`config.mk`:
```
export PLATFORM = sky130hd
export DESIGN_NAME = sdd_data_path
export DESIGN_NICKNAME = d
export VERILOG_FILES = /design/src/rtl/sdd_pkg.sv /design/src/rtl/sdd_crc16.sv /design/src/rtl/sdd_timer.sv /design/src/rtl/sdd_status.sv /design/src/rtl/sdd_data_path.sv
export SDC_FILE = /design/constraint.sdc
export NUM_CORES = 1
export LEC_CHECK = 0
export ABC_AREA = 1
export BUFFER_PORTS_ARGS = -buffer_cell sky130_fd_sc_hd__buf_2
export CAP_MARGIN = 20
export CORE_ASPECT_RATIO = 1.4
export CORE_MARGIN = 5
export CORE_UTILIZATION = 40
export CTS_CLUSTER_SIZE = 20
export DETAILED_ROUTE_END_ITERATION = 10
export GPL_ROUTABILITY_DRIVEN = 0
export GPL_TIMING_DRIVEN = 0
export SYNTH_ARGS = -nofsm -noshare
export SYNTH_HDL_FRONTEND = slang
export SYNTH_SLANG_ARGS = --single-unit
```
`constraint.sdc`:
```
create_clock -name clk -period 4.45 [get_ports clk]
set_input_delay 0.445 -clock clk [delete_from_list [all_inputs] [get_ports clk]]
set_output_delay 0.445 -clock clk [all_outputs]
set_load 0.05 [all_outputs]
```
`src/rtl/sdd_pkg.sv`:
```
package sdd_pkg;

  typedef enum logic [3:0] {
    ST_IDLE, ST_WSTART, ST_WDATA, ST_WCRC, ST_WEND,
    ST_WTOK, ST_WTOKB, ST_WTOKE, ST_WBUSY,
    ST_RWAIT, ST_RDATA, ST_RCRC, ST_REND
  } sdd_state_e;

  localparam int NFLAGS   = 5;
  localparam int FL_CRC   = 0;
  localparam int FL_TMO   = 1;
  localparam int FL_UNDR  = 2;
  localparam int FL_OVR   = 3;
  localparam int FL_END   = 4;

  localparam logic [2:0] TOKEN_OK = 3'b010;

  // one serial step of x^16+x^12+x^5+1
  function automatic logic [15:0] crc16_step(input logic [15:0] c, input logic b);
    logic fb;
    fb = c[15] ^ b;
    return {c[14:0], 1'b0} ^ (fb ? 16'h1021 : 16'h0000);
  endfunction

endpackage

```
`src/rtl/sdd_crc16.sv`:
```
module sdd_crc16 (
  input  logic        clk,
  input  logic        rst_n,
  input  logic        clr,
  input  logic        en,
  input  logic        shift,
  input  logic        bit_in,
  output logic [15:0] crc
);
  import sdd_pkg::*;

  always_ff @(posedge clk or negedge rst_n) begin
    if (!rst_n)      crc <= '0;
    else if (clr)    crc <= '0;
    else if (en)     crc <= crc16_step(crc, bit_in);
    else if (shift)  crc <= {crc[14:0], 1'b0};
  end

  AST_CRC_HOLD: assert property (@(posedge clk) disable iff (!rst_n)
    (!clr && !en && !shift) |=> $stable(crc));
endmodule

```
`src/rtl/sdd_timer.sv`:
```
module sdd_timer #(
  parameter int W = 32
) (
  input  logic         clk,
  input  logic         rst_n,
  input  logic         load,
  input  logic [W-1:0] load_val,
  input  logic         run,
  output logic         expired
);
  logic [W-1:0] cnt;

  always_ff @(posedge clk or negedge rst_n) begin
    if (!rst_n)                 cnt <= '0;
    else if (load)              cnt <= load_val;
    else if (run && cnt != '0)  cnt <= cnt - 1'b1;
  end

  assign expired = (cnt == '0);

  AST_TMR_NO_WRAP: assert property (@(posedge clk) disable iff (!rst_n)
    !load |=> (cnt <= $past(cnt)));
endmodule

```
`src/rtl/sdd_status.sv`:
```
module sdd_status #(
  parameter int N = 5
) (
  input  logic         clk,
  input  logic         rst_n,
  input  logic [N-1:0] set,
  input  logic [N-1:0] clr,
  input  logic [N-1:0] mask,
  output logic [N-1:0] stat,
  output logic         irq
);
  always_ff @(posedge clk or negedge rst_n) begin
    if (!rst_n) stat <= '0;
    else        stat <= (stat & ~clr) | set;
  end

  assign irq = |(stat & mask);

  AST_STATUS_STICKY: assert property (@(posedge clk) disable iff (!rst_n)
    (clr == '0) |=> ((stat & $past(stat)) == $past(stat)));
  AST_SET_WINS: assert property (@(posedge clk) disable iff (!rst_n)
    (set != '0) |=> ((stat & $past(set)) == $past(set)));
endmodule

```
`src/rtl/sdd_data_path.sv`:
```
module sdd_data_path #(
  parameter int LEN_W    = 16,
  parameter int TMR_W    = 32,
  parameter int MAX_LOG2 = 11
) (
  input  logic                      clk,
  input  logic                      rst_n,
  input  logic                      ctl_wr,
  input  logic                      ctl_en,
  input  logic                      ctl_dir,
  input  logic [3:0]                ctl_lg,
  input  logic [LEN_W-1:0]          len_in,
  input  logic [TMR_W-1:0]          tmo_in,
  input  logic [sdd_pkg::NFLAGS-1:0] mask_in,
  input  logic [sdd_pkg::NFLAGS-1:0] clr_in,
  input  logic [7:0]                tx_data,
  input  logic                      tx_valid,
  output logic                      tx_ready,
  output logic [7:0]                rx_data,
  output logic                      rx_valid,
  input  logic                      rx_ready,
  input  logic                      dat_in,
  output logic                      dat_out,
  output logic                      dat_oe,
  output logic [LEN_W-1:0]          bytes_left,
  output logic                      tx_active,
  output logic                      rx_active,
  output logic [sdd_pkg::NFLAGS-1:0] status,
  output logic                      irq
);
  import sdd_pkg::*;

  localparam int LG_CAP = (MAX_LOG2 > 15) ? 15 : MAX_LOG2;

  // bytes in the next block: 2^lg capped, or what remains
  function automatic logic [LEN_W-1:0] blk_take(input logic [3:0] lg,
                                                input logic [LEN_W-1:0] rem);
    logic [3:0]   l;
    logic [LEN_W:0] sz;
    l  = (int'(lg) > LG_CAP) ? 4'(LG_CAP) : lg;
    sz = (LEN_W+1)'(1) << l;
    return ({1'b0, rem} < sz) ? rem : sz[LEN_W-1:0];
  endfunction

  sdd_state_e         state;
  logic [7:0]         shreg;
  logic [3:0]         bitcnt;
  logic [LEN_W-1:0]   blk_bytes;
  logic [LEN_W-1:0]   remaining;
  logic [3:0]         lg_q;
  logic [2:0]         tok;
  logic [7:0]         rx_data_q;
  logic               rx_valid_q;
  logic [15:0]        crc;

  // named internal events
  logic               start_ok;
  logic               wait_state;
  logic               line_idle;
  logic               timer_run;
  logic               timer_load;
  logic               timer_exp;
  logic               tmo_hit;
  logic               crc_clr, crc_en, crc_shift, crc_bit;
  logic [LEN_W-1:0]   blk_first;
  logic [NFLAGS-1:0]  set_flags;

  assign start_ok  = ctl_wr && ctl_en && (state == ST_IDLE);
  assign blk_first = blk_take(lg_q, remaining);

  assign tx_active = (state inside {ST_WSTART, ST_WDATA, ST_WCRC, ST_WEND,
                                    ST_WTOK, ST_WTOKB, ST_WTOKE, ST_WBUSY});
  assign rx_active = (state inside {ST_RWAIT, ST_RDATA, ST_RCRC, ST_REND});

  assign tx_ready = (state == ST_WSTART) ||
                    ((state == ST_WDATA) && (bitcnt == 4'd0) && (blk_bytes != '0));

  assign dat_oe = (state inside {ST_WSTART, ST_WDATA, ST_WCRC, ST_WEND});

  always_comb begin
    case (state)
      ST_WDATA: dat_out = shreg[7];
      ST_WCRC:  dat_out = crc[15];
      ST_WSTART: dat_out = 1'b0;
      default:  dat_out = 1'b1;
    endcase
  end

  // waiting on the card: start bit, token start or busy release
  assign wait_state = (state inside {ST_WTOK, ST_WBUSY, ST_RWAIT});
  assign line_idle  = (state == ST_WBUSY) ? !dat_in : dat_in;
  assign timer_run  = wait_state && line_idle;
  assign tmo_hit    = timer_run && timer_exp;
  assign timer_load = start_ok || (state == ST_WEND) || (state == ST_WTOKE) ||
                      (state == ST_REND);

  sdd_timer #(.W(TMR_W)) u_timer (
    .clk      (clk),
    .rst_n    (rst_n),
    .load     (timer_load),
    .load_val (tmo_in),
    .run      (timer_run),
    .expired  (timer_exp)
  );

  assign crc_clr   = (state == ST_WSTART) || (state == ST_RWAIT);
  assign crc_en    = (state inside {ST_WDATA, ST_RDATA, ST_RCRC});
  assign crc_shift = (state == ST_WCRC);
  assign crc_bit   = (state == ST_WDATA) ? shreg[7] : dat_in;

  sdd_crc16 u_crc (
    .clk    (clk),
    .rst_n  (rst_n),
    .clr    (crc_clr),
    .en     (crc_en),
    .shift  (crc_shift),
    .bit_in (crc_bit),
    .crc    (crc)
  );

  always_comb begin
    set_flags          = '0;
    set_flags[FL_CRC]  = ((state == ST_WTOKE) && (tok != TOKEN_OK)) ||
                         ((state == ST_REND) && (crc != 16'h0000));
    set_flags[FL_TMO]  = tmo_hit;
    set_flags[FL_UNDR] = tx_ready && !tx_valid;
    set_flags[FL_OVR]  = rx_valid_q && !rx_ready;
    set_flags[FL_END]  = (start_ok && (len_in == '0)) ||
                         ((state == ST_WBUSY) && dat_in && (remaining == '0)) ||
                         ((state == ST_REND) && (crc == 16'h0000) && (remaining == '0));
  end

  sdd_status #(.N(NFLAGS)) u_status (
    .clk   (clk),
    .rst_n (rst_n),
    .set   (set_flags),
    .clr   (clr_in),
    .mask  (mask_in),
    .stat  (status),
    .irq   (irq)
  );

  always_ff @(posedge clk or negedge rst_n) begin
    if (!rst_n) begin
      state      <= ST_IDLE;
      shreg      <= '0;
      bitcnt     <= '0;
      blk_bytes  <= '0;
      remaining  <= '0;
      lg_q       <= '0;
      tok        <= '0;
      rx_data_q  <= '0;
      rx_valid_q <= 1'b0;
    end else begin
      rx_valid_q <= 1'b0;
      case (state)
        ST_IDLE: begin
          if (start_ok) begin
            remaining <= len_in;
            lg_q      <= ctl_lg;
            if (len_in != '0) state <= ctl_dir ? ST_RWAIT : ST_WSTART;
          end
        end
        ST_WSTART: begin
          if (tx_valid) begin
            shreg     <= tx_data;
            bitcnt    <= 4'd7;
            blk_bytes <= blk_first - 1'b1;
            remaining <= remaining - 1'b1;
            state     <= ST_WDATA;
          end else begin
            state <= ST_IDLE;
          end
        end
        ST_WDATA: begin
          if (bitcnt != 4'd0) begin
            shreg  <= {shreg[6:0], 1'b0};
            bitcnt <= bitcnt - 1'b1;
          end else if (blk_bytes != '0) begin
            if (tx_valid) begin
              shreg     <= tx_data;
              bitcnt    <= 4'd7;
              blk_bytes <= blk_bytes - 1'b1;
              remaining <= remaining - 1'b1;
            end else begin
              state <= ST_IDLE;
            end
          end else begin
            bitcnt <= 4'd15;
            state  <= ST_WCRC;
          end
        end
        ST_WCRC: begin
          if (bitcnt == 4'd0) state <= ST_WEND;
          else                bitcnt <= bitcnt - 1'b1;
        end
        ST_WEND: state <= ST_WTOK;
        ST_WTOK: begin
          if (!dat_in) begin
            bitcnt <= 4'd2;
            state  <= ST_WTOKB;
          end else if (tmo_hit) begin
            state <= ST_IDLE;
          end
        end
        ST_WTOKB: begin
          tok <= {tok[1:0], dat_in};
          if (bitcnt == 4'd0) state <= ST_WTOKE;
          else                bitcnt <= bitcnt - 1'b1;
        end
        ST_WTOKE: state <= (tok == TOKEN_OK) ? ST_WBUSY : ST_IDLE;
        ST_WBUSY: begin
          if (dat_in)       state <= (remaining == '0) ? ST_IDLE : ST_WSTART;
          else if (tmo_hit) state <= ST_IDLE;
        end
        ST_RWAIT: begin
          if (!dat_in) begin
            bitcnt    <= 4'd7;
            blk_bytes <= blk_first;
            state     <= ST_RDATA;
          end else if (tmo_hit) begin
            state <= ST_IDLE;
          end
        end
        ST_RDATA: begin
          shreg <= {shreg[6:0], dat_in};
          if (bitcnt == 4'd0) begin
            rx_data_q  <= {shreg[6:0], dat_in};
            rx_valid_q <= 1'b1;
            remaining  <= remaining - 1'b1;
            bitcnt     <= 4'd7;
            if (blk_bytes == 1) begin
              bitcnt <= 4'd15;
              state  <= ST_RCRC;
            end else begin
              blk_bytes <= blk_bytes - 1'b1;
            end
          end else begin
            bitcnt <= bitcnt - 1'b1;
          end
        end
        ST_RCRC: begin
          if (bitcnt == 4'd0) state <= ST_REND;
          else                bitcnt <= bitcnt - 1'b1;
        end
        ST_REND: begin
          if (crc != 16'h0000)        state <= ST_IDLE;
          else if (remaining == '0)   state <= ST_IDLE;
          else                        state <= ST_RWAIT;
        end
        default: state <= ST_IDLE;
      endcase
    end
  end

  assign rx_data    = rx_data_q;
  assign rx_valid   = rx_valid_q;
  assign bytes_left = remaining;

  AST_ONE_DIRECTION: assert property (@(posedge clk) disable iff (!rst_n)
    !(tx_active && rx_active));
  AST_OE_ONLY_WRITE: assert property (@(posedge clk) disable iff (!rst_n)
    dat_oe |-> tx_active);
  AST_LEFT_NONINCREASING: assert property (@(posedge clk) disable iff (!rst_n)
    ((tx_active || rx_active) && $past(tx_active || rx_active)) |->
      (bytes_left <= $past(bytes_left)));
  AST_RX_PULSE: assert property (@(posedge clk) disable iff (!rst_n)
    rx_valid |=> !rx_valid);
  AST_TXREADY_IN_WRITE: assert property (@(posedge clk) disable iff (!rst_n)
    tx_ready |-> tx_active);
  AST_END_AT_ZERO: assert property (@(posedge clk) disable iff (!rst_n)
    set_flags[FL_END] |=> (bytes_left == '0));
endmodule

```
== Word level (Yosys, flattened, before mapping) ==
Index checks and enable logic that the tools add are counted.

* Reductions and logical operators: 58
* Bitwise gates (word level): 6
* Magnitude comparators: 2
* Div/mod/pow operators: 0
* Mux-type cells: 61
* Add/subtract/negate cells: 5
* Multiply operators: 0
* Eq/ne operators: 32
* Shifts and indexed selects: 1

{| class="wikitable"
|+ Operators with widths
! kind !! number
|-
| $mux W16 || 16
|-
| $pmux W16 S4 || 2
|-
| $mux W4 || 27
|-
| $mux W32 || 2
|-
| $pmux W4 S13 || 1
|-
| $logic_not A16 Y1 || 3
|-
| $reduce_bool A16 Y1 || 3
|-
| $sub A16 B1 Y16 const B || 3
|-
| $logic_not A32 Y1 || 1
|-
| $reduce_bool A32 Y1 || 1
|-
| $sub A32 B1 Y32 const B || 1
|-
| $mux W8 || 3
|-
| $pmux W4 S6 || 1
|-
| $pmux W8 S3 || 1
|-
| $eq A4 B4 Y1 const B || 5
|-
| $reduce_bool A4 Y1 || 5
|-
| $lt A16 B17 Y1 || 1
|-
| $shl A1 B4 Y17 const A || 1
|-
| $eq A16 B1 Y1 const B || 1
|-
| $eq A4 B3 Y1 const B || 4
|-
| $logic_and A1 B1 Y1 || 16
|-
| $ne A2 B2 Y1 const B || 8
|-
| $xor A16 B16 Y16 || 1
|-
| $ne A2 B1 Y1 const B || 7
|-
| 30 further kinds || 51
|}

* Input port bits: 78
* Output and inout bits: 36
* Flip-flop bits (word level): 117
* Bits in read-only memories: 0
* Bits in writable memories: 0
* Latch bits: 0
* Memories: 0

== Depth between registers and ports, before layout ==
* Word-level depth: 8
* Gate-level depth with buffers: 26
* Gate-level depth less buffers: 25

== Cells and area by module ==
From an unflattened synthesis, not the netlist that was laid out.

* Cells, all modules: 1343
* Area total of the unflattened synthesis: 9190.1 µm²

{| class="wikitable"
|+ Modules (own cells, without submodules)
! module !! seq. area each (µm²) !! cells an instance !! area an instance (µm²) !! instances
|-
| sdd_data_path || 1601.5 || 843 || 5644.2 || 1
|-
| sdd_timer || 800.8 || 405 || 2586.2 || 1
|-
| sdd_crc16 || 400.4 || 69 || 737.0 || 1
|-
| sdd_status || 125.1 || 26 || 222.7 || 1
|}

== Worst setup path before layout ==
No wires, ideal clock.

* Path type: register to register
* Start: register lg_q[3]
* End: register blk_bytes[12]
* Cell stages (with the launch flop): 24
* Path buffers: 1
* Path slack: 1.672 ns
* Data arrival time: 2.658 ns
* Required time: 4.330 ns
* Cell sequence: dfrtp_1 nand2_2 nand2_1 nor2_1 inv_1 nor2_1 inv_1 ha_1 nand2_1 a21oi_1 nor2_1 nand2_1 nand2_1 buf_4 nand4_1 nand2_1 ha_1 nand3_4 nor2_2 nand2_1 nand2_1 nand2_1 nand2_1 a21oi_2

* Word-level cells in the longest chain between the ends: 8
* Elaborated cells between the ends (all ways): 9

{| class="wikitable"
|+ Ends and longest elaborated chain
! element !! RTL line !! RTL
|-
| start: declaration || sdd_data_path.sv:50 || <nowiki>logic [3:0] lg_q;</nowiki>
|-
| start signal: assignment || sdd_data_path.sv:160 || <nowiki>lg_q <= ctl_lg;</nowiki>
|-
| $gt A4 B4 Y1 || sdd_data_path.sv:40 || <nowiki>l = (int'(lg) > LG_CAP) ? 4'(LG_CAP) : lg;</nowiki>
|-
| $mux W4 * || sdd_data_path.sv:40 ||
|-
| $shl A1 B4 Y17 * || sdd_data_path.sv:41 || <nowiki>sz = (LEN_W+1)'(1) << l;</nowiki>
|-
| $lt A16 B17 Y1 || sdd_data_path.sv:42 || <nowiki>return ({1'b0, rem} < sz) ? rem : sz[LEN_W-1:0];</nowiki>
|-
| $mux W16 * || sdd_data_path.sv:42 ||
|-
| $sub A16 B1 Y16 || sdd_data_path.sv:168 || <nowiki>blk_bytes <= blk_first - 1'b1;</nowiki>
|-
| $mux W16 || sdd_data_path.sv:165 || <nowiki>if (tx_valid) begin</nowiki>
|-
| $pmux W16 S4 * || sdd_data_path.sv:156 || <nowiki>case (state)</nowiki>
|-
| end signal: assignment || sdd_data_path.sv:168 ||
|-
| end signal: assignment || sdd_data_path.sv:183 || <nowiki>blk_bytes <= blk_bytes - 1'b1;</nowiki>
|-
| end signal: assignment || sdd_data_path.sv:219 || <nowiki>blk_bytes <= blk_first;</nowiki>
|-
| end: declaration || sdd_data_path.sv:48 || <nowiki>logic [LEN_W-1:0] blk_bytes;</nowiki>
|}

Mark *: on every way between the ends. The rest lies on a longest branch, timed or not. The select of a mux whose other input is x is not followed.
A chain may end at the register's enable or synchronous reset.

== Final worst setup path ==
* Start: register lg_q[1]
* End: register blk_bytes[8]

The elaborated chain is that of the path after synthesis.

==> out/results.ini <==
[outcome]
status = finished clean

[layout]
antenna_cells = 0
area_growth_pct = 17.5
fillCellCount = 2205
drive_gt1_frac = 0.186
nNetsFinal = 1462
final_util = 0.477

[synthesis]
synth.cells.most_frequent = 250 x nand2_1, 168 x inv_1, 141 x nor2_1
synth-async-reset-ratio = 1.00
yosysMostFrequentCell = nand2_1
synth-seq-cells = 117
synthFlopType = dfrtp_1
synth.area.top_cells = dfrtp_1 34%, nand2_1 11%, inv_1 7.3%
netlist_area_um2 = 8620
ys_warn_count = 0
yosysUniqueCellTypes = 57
synth_top_area_cell = dfrtp_1
syn_inst = 1225
synth_edf_count = 0
yosysSeqAreaShare = 0.340
syn_area_per_cell_um2 = 7.04
synth_top_area_share = 0.340

[worst_setup_path]
worstReg2RegStart = lg_q[1]$_DFFE_PN0P_
critical-path-top-delay-family = simple AND/OR/NAND/NOR gates
crit_type = flip-flop to flip-flop
ff2ff_path_depth = 20
critical_path_buf_inv_count = 3
regToRegEndpoint = blk_bytes[8]$_DFFE_PN0P_
end_kind = flip-flop
arrival_ns = 3.68
worstPathRequired_ns = 4.76
slowest_stage = ha_1
cp-start-kind = flip-flop
slowest_delay_ns = 0.34
crit_chain = inv_1 > o21ai_0 > nand3_1 > ha_1 > nand2_1 > inv_1 > nand2_1 > nand2_1 > nand2_1 > nand2_1 > nand2_1 > buf_4 > nand4_1 > nand2_1 > ha_1 > nand3_4 > nor2_2 > nand2_1 > a31oi_1 > nor2_1
cp_max_fo = 10
r2r_setup_slack_ns = 1.08
cp_common_cell = nand2_1

[drt]
dr.first_iter.drc_count = 529
vias = 8695
routedWlPerCell_um = 16.4
drc = 0
antenna_left = 0
first_pass_iters = 5
postRouteWirelength_mm = 26.8
via_per_inst = 5.32

[die]
pin_count = 114
rows = 63
die_area_um2 = 24600
core_um2 = 21200
die_h_um = 184
start_util = 0.406
die_w_um = 134

[clock_tree]
clock_path_buffers = 2
cts_num_sinks = 117
path_clk_slew_ns = 0.06
clk_latency_ns = 0.43
cts_resized = 0
cts-hold-fix-buffers = 1
post_cts_buffers = 0
cts_tree = done
clockRootBuffer = clkbuf_16
cts_max_level = 4
cts-buffers-inserted = 17

[sta]
fin_ws_ns = 1.08
period_share = 0.757
maxSlewViolCount = 0
rsz0062_at_grt = no
worst_slew_pin_slew_ns = 0.678
fin_hold_ws_ns = 0.185
slew_headroom = 0.548
fmax_mhz = 297
tns_ns = 0
hold_violations = 0
period_needed_ns = 3.37
finalSetupViolCount = 0
finClkSkew_ns = 0.0107

[flow_run]
cap_violations = 0

[placement]
io_buffers = 113
dp_slack_ns = 1.15
dp_hpwl_mm = 20.5

[min_path]
hold_path.class = input pin to flip-flop
hold_path_end = u_status.stat[3]$_DFF_PN0_
min_delay_path_depth = 2
min_from = rx_ready

[power]
p_leak_nw = 4.88
power_density_nw_per_um2 = 813
peakVddDrop_mv = 0.360
p_total_w = 0.00823

[global_route]
grt_remaining_overflow = 0
grt_pass1_vias = 8791
grtUsageTotal = 0.224
antenna_found_initial = 0
grt_pass1_wl_mm = 44.0
grt_max_degree = 93

[sequential cells by signal, indices dropped and copies added, names as in the netlist]
| register | flops |
|---|---|
| rx_valid | 1 |
| rx_data | 8 |
| state | 4 |
| blk_bytes | 16 |
| bytes_left | 16 |
| u_timer.cnt | 32 |
| u_status.stat | 5 |
| u_crc.crc | 16 |
| tok | 3 |
| bitcnt | 4 |
| shreg | 8 |
| lg_q | 4 |
[through the flow]
step	cells	cell area, µm²
floorplan	1228	8630
global placement	1601	9520
detailed placement	1602	9550
CTS	1635	10100
global route	1635	10100
finish	1635	10100
[cells in the final DEF, fill, tap and decap left out, types with 4 or more instances in the layout]
cell and count:
nor3_2 5, conb_1 4, buf_4 4, nand2_2 12, nor3_1 15, inv_2 17
o211ai_1 22, clkinv_4 5, buf_2 125, clkinvlp_4 5, nor4_1 9, nand3_2 7
a211oi_1 4, xor2_1 23, dfrtp_1 117, ha_1 22, o21ai_1 21, clkinv_2 4
nand2_1 250, buf_6 6, a22oi_1 4, nor2_2 16, nand3_1 51, xnor2_1 7
a221oi_1 4, clkbuf_1 14, inv_1 168, o22ai_1 22, nor2_4 12, a21oi_1 42
clkbuf_16 17, o221ai_1 8, nand4_1 34, nor2_1 141, a31oi_1 18, o21ai_0 99
[cells by family (layout without fill, tap and decap cells)]
logic type | after synthesis | in the layout | share of synthesized area
buffers and inverters | 224 | 371 | 0.106
adder cells (fa/ha/maj) | 22 | 22 | 0.0319
other | 1 | 4 | 0.000435
flip-flops | 117 | 117 | 0.340
AO/OA/AOI/OAI | 266 | 266 | 0.184
XOR/XNOR | 30 | 30 | 0.0305
AND/OR/NAND/NOR | 565 | 565 | 0.307
[worst max-delay path by stage]
stage	startpoint	depth (start not counted)	end
finish	lg_q[1]$_DFFE_PN0P_	20	blk_bytes[8]$_DFFE_PN0P_
global route	lg_q[1]$_DFFE_PN0P_	20	blk_bytes[8]$_DFFE_PN0P_
CTS	lg_q[1]$_DFFE_PN0P_	20	blk_bytes[8]$_DFFE_PN0P_
detailed placement	lg_q[1]$_DFFE_PN0P_	20	blk_bytes[8]$_DFFE_PN0P_
global placement	lg_q[1]$_DFFE_PN0P_	20	blk_bytes[8]$_DFFE_PN0P_
floorplan	lg_q[3]$_DFFE_PN0P_	23	blk_bytes[12]$_DFFE_PN0P_
[where the power goes]
group          internal, W  total [W]  switching (W)
Sequential         0.00151    0.00195       0.000440
Clock             0.000767    0.00131       0.000546
Combinational      0.00158    0.00497        0.00339
Total              0.00385    0.00823        0.00438
[layout make-up]
| class | instances | area, µm² | area share |
|---|---|---|---|
| Multi-Input combinational cell | 887 | 4790 | 0.473 |
| Sequential cell | 117 | 2930 | 0.289 |
| Inverter | 187 | 706 | 0.0697 |
| Timing Repair Buffer | 115 | 609 | 0.0602 |
| Clock buffer | 17 | 425 | 0.0420 |
| Tap cell | 260 | 325 | 0.0321 |
| Buffer | 37 | 208 | 0.0205 |
| Clock inverter | 15 | 135 | 0.0133 |
[metal layers]
layer | vias to the layer above | wire length [µm] | global-route usage | share of wire
met5 | - | 0 | 0 | 0
met4 | 0 | 682 | 0.0876 | 0.025
met3 | 50 | 1440 | 0.0444 | 0.054
met2 | 270 | 13500 | 0.399 | 0.50
met1 | 4025 | 11200 | 0.265 | 0.42
li1 | 4350 | - | - | -
Note: power is estimated with default switching activity, not from simulation.
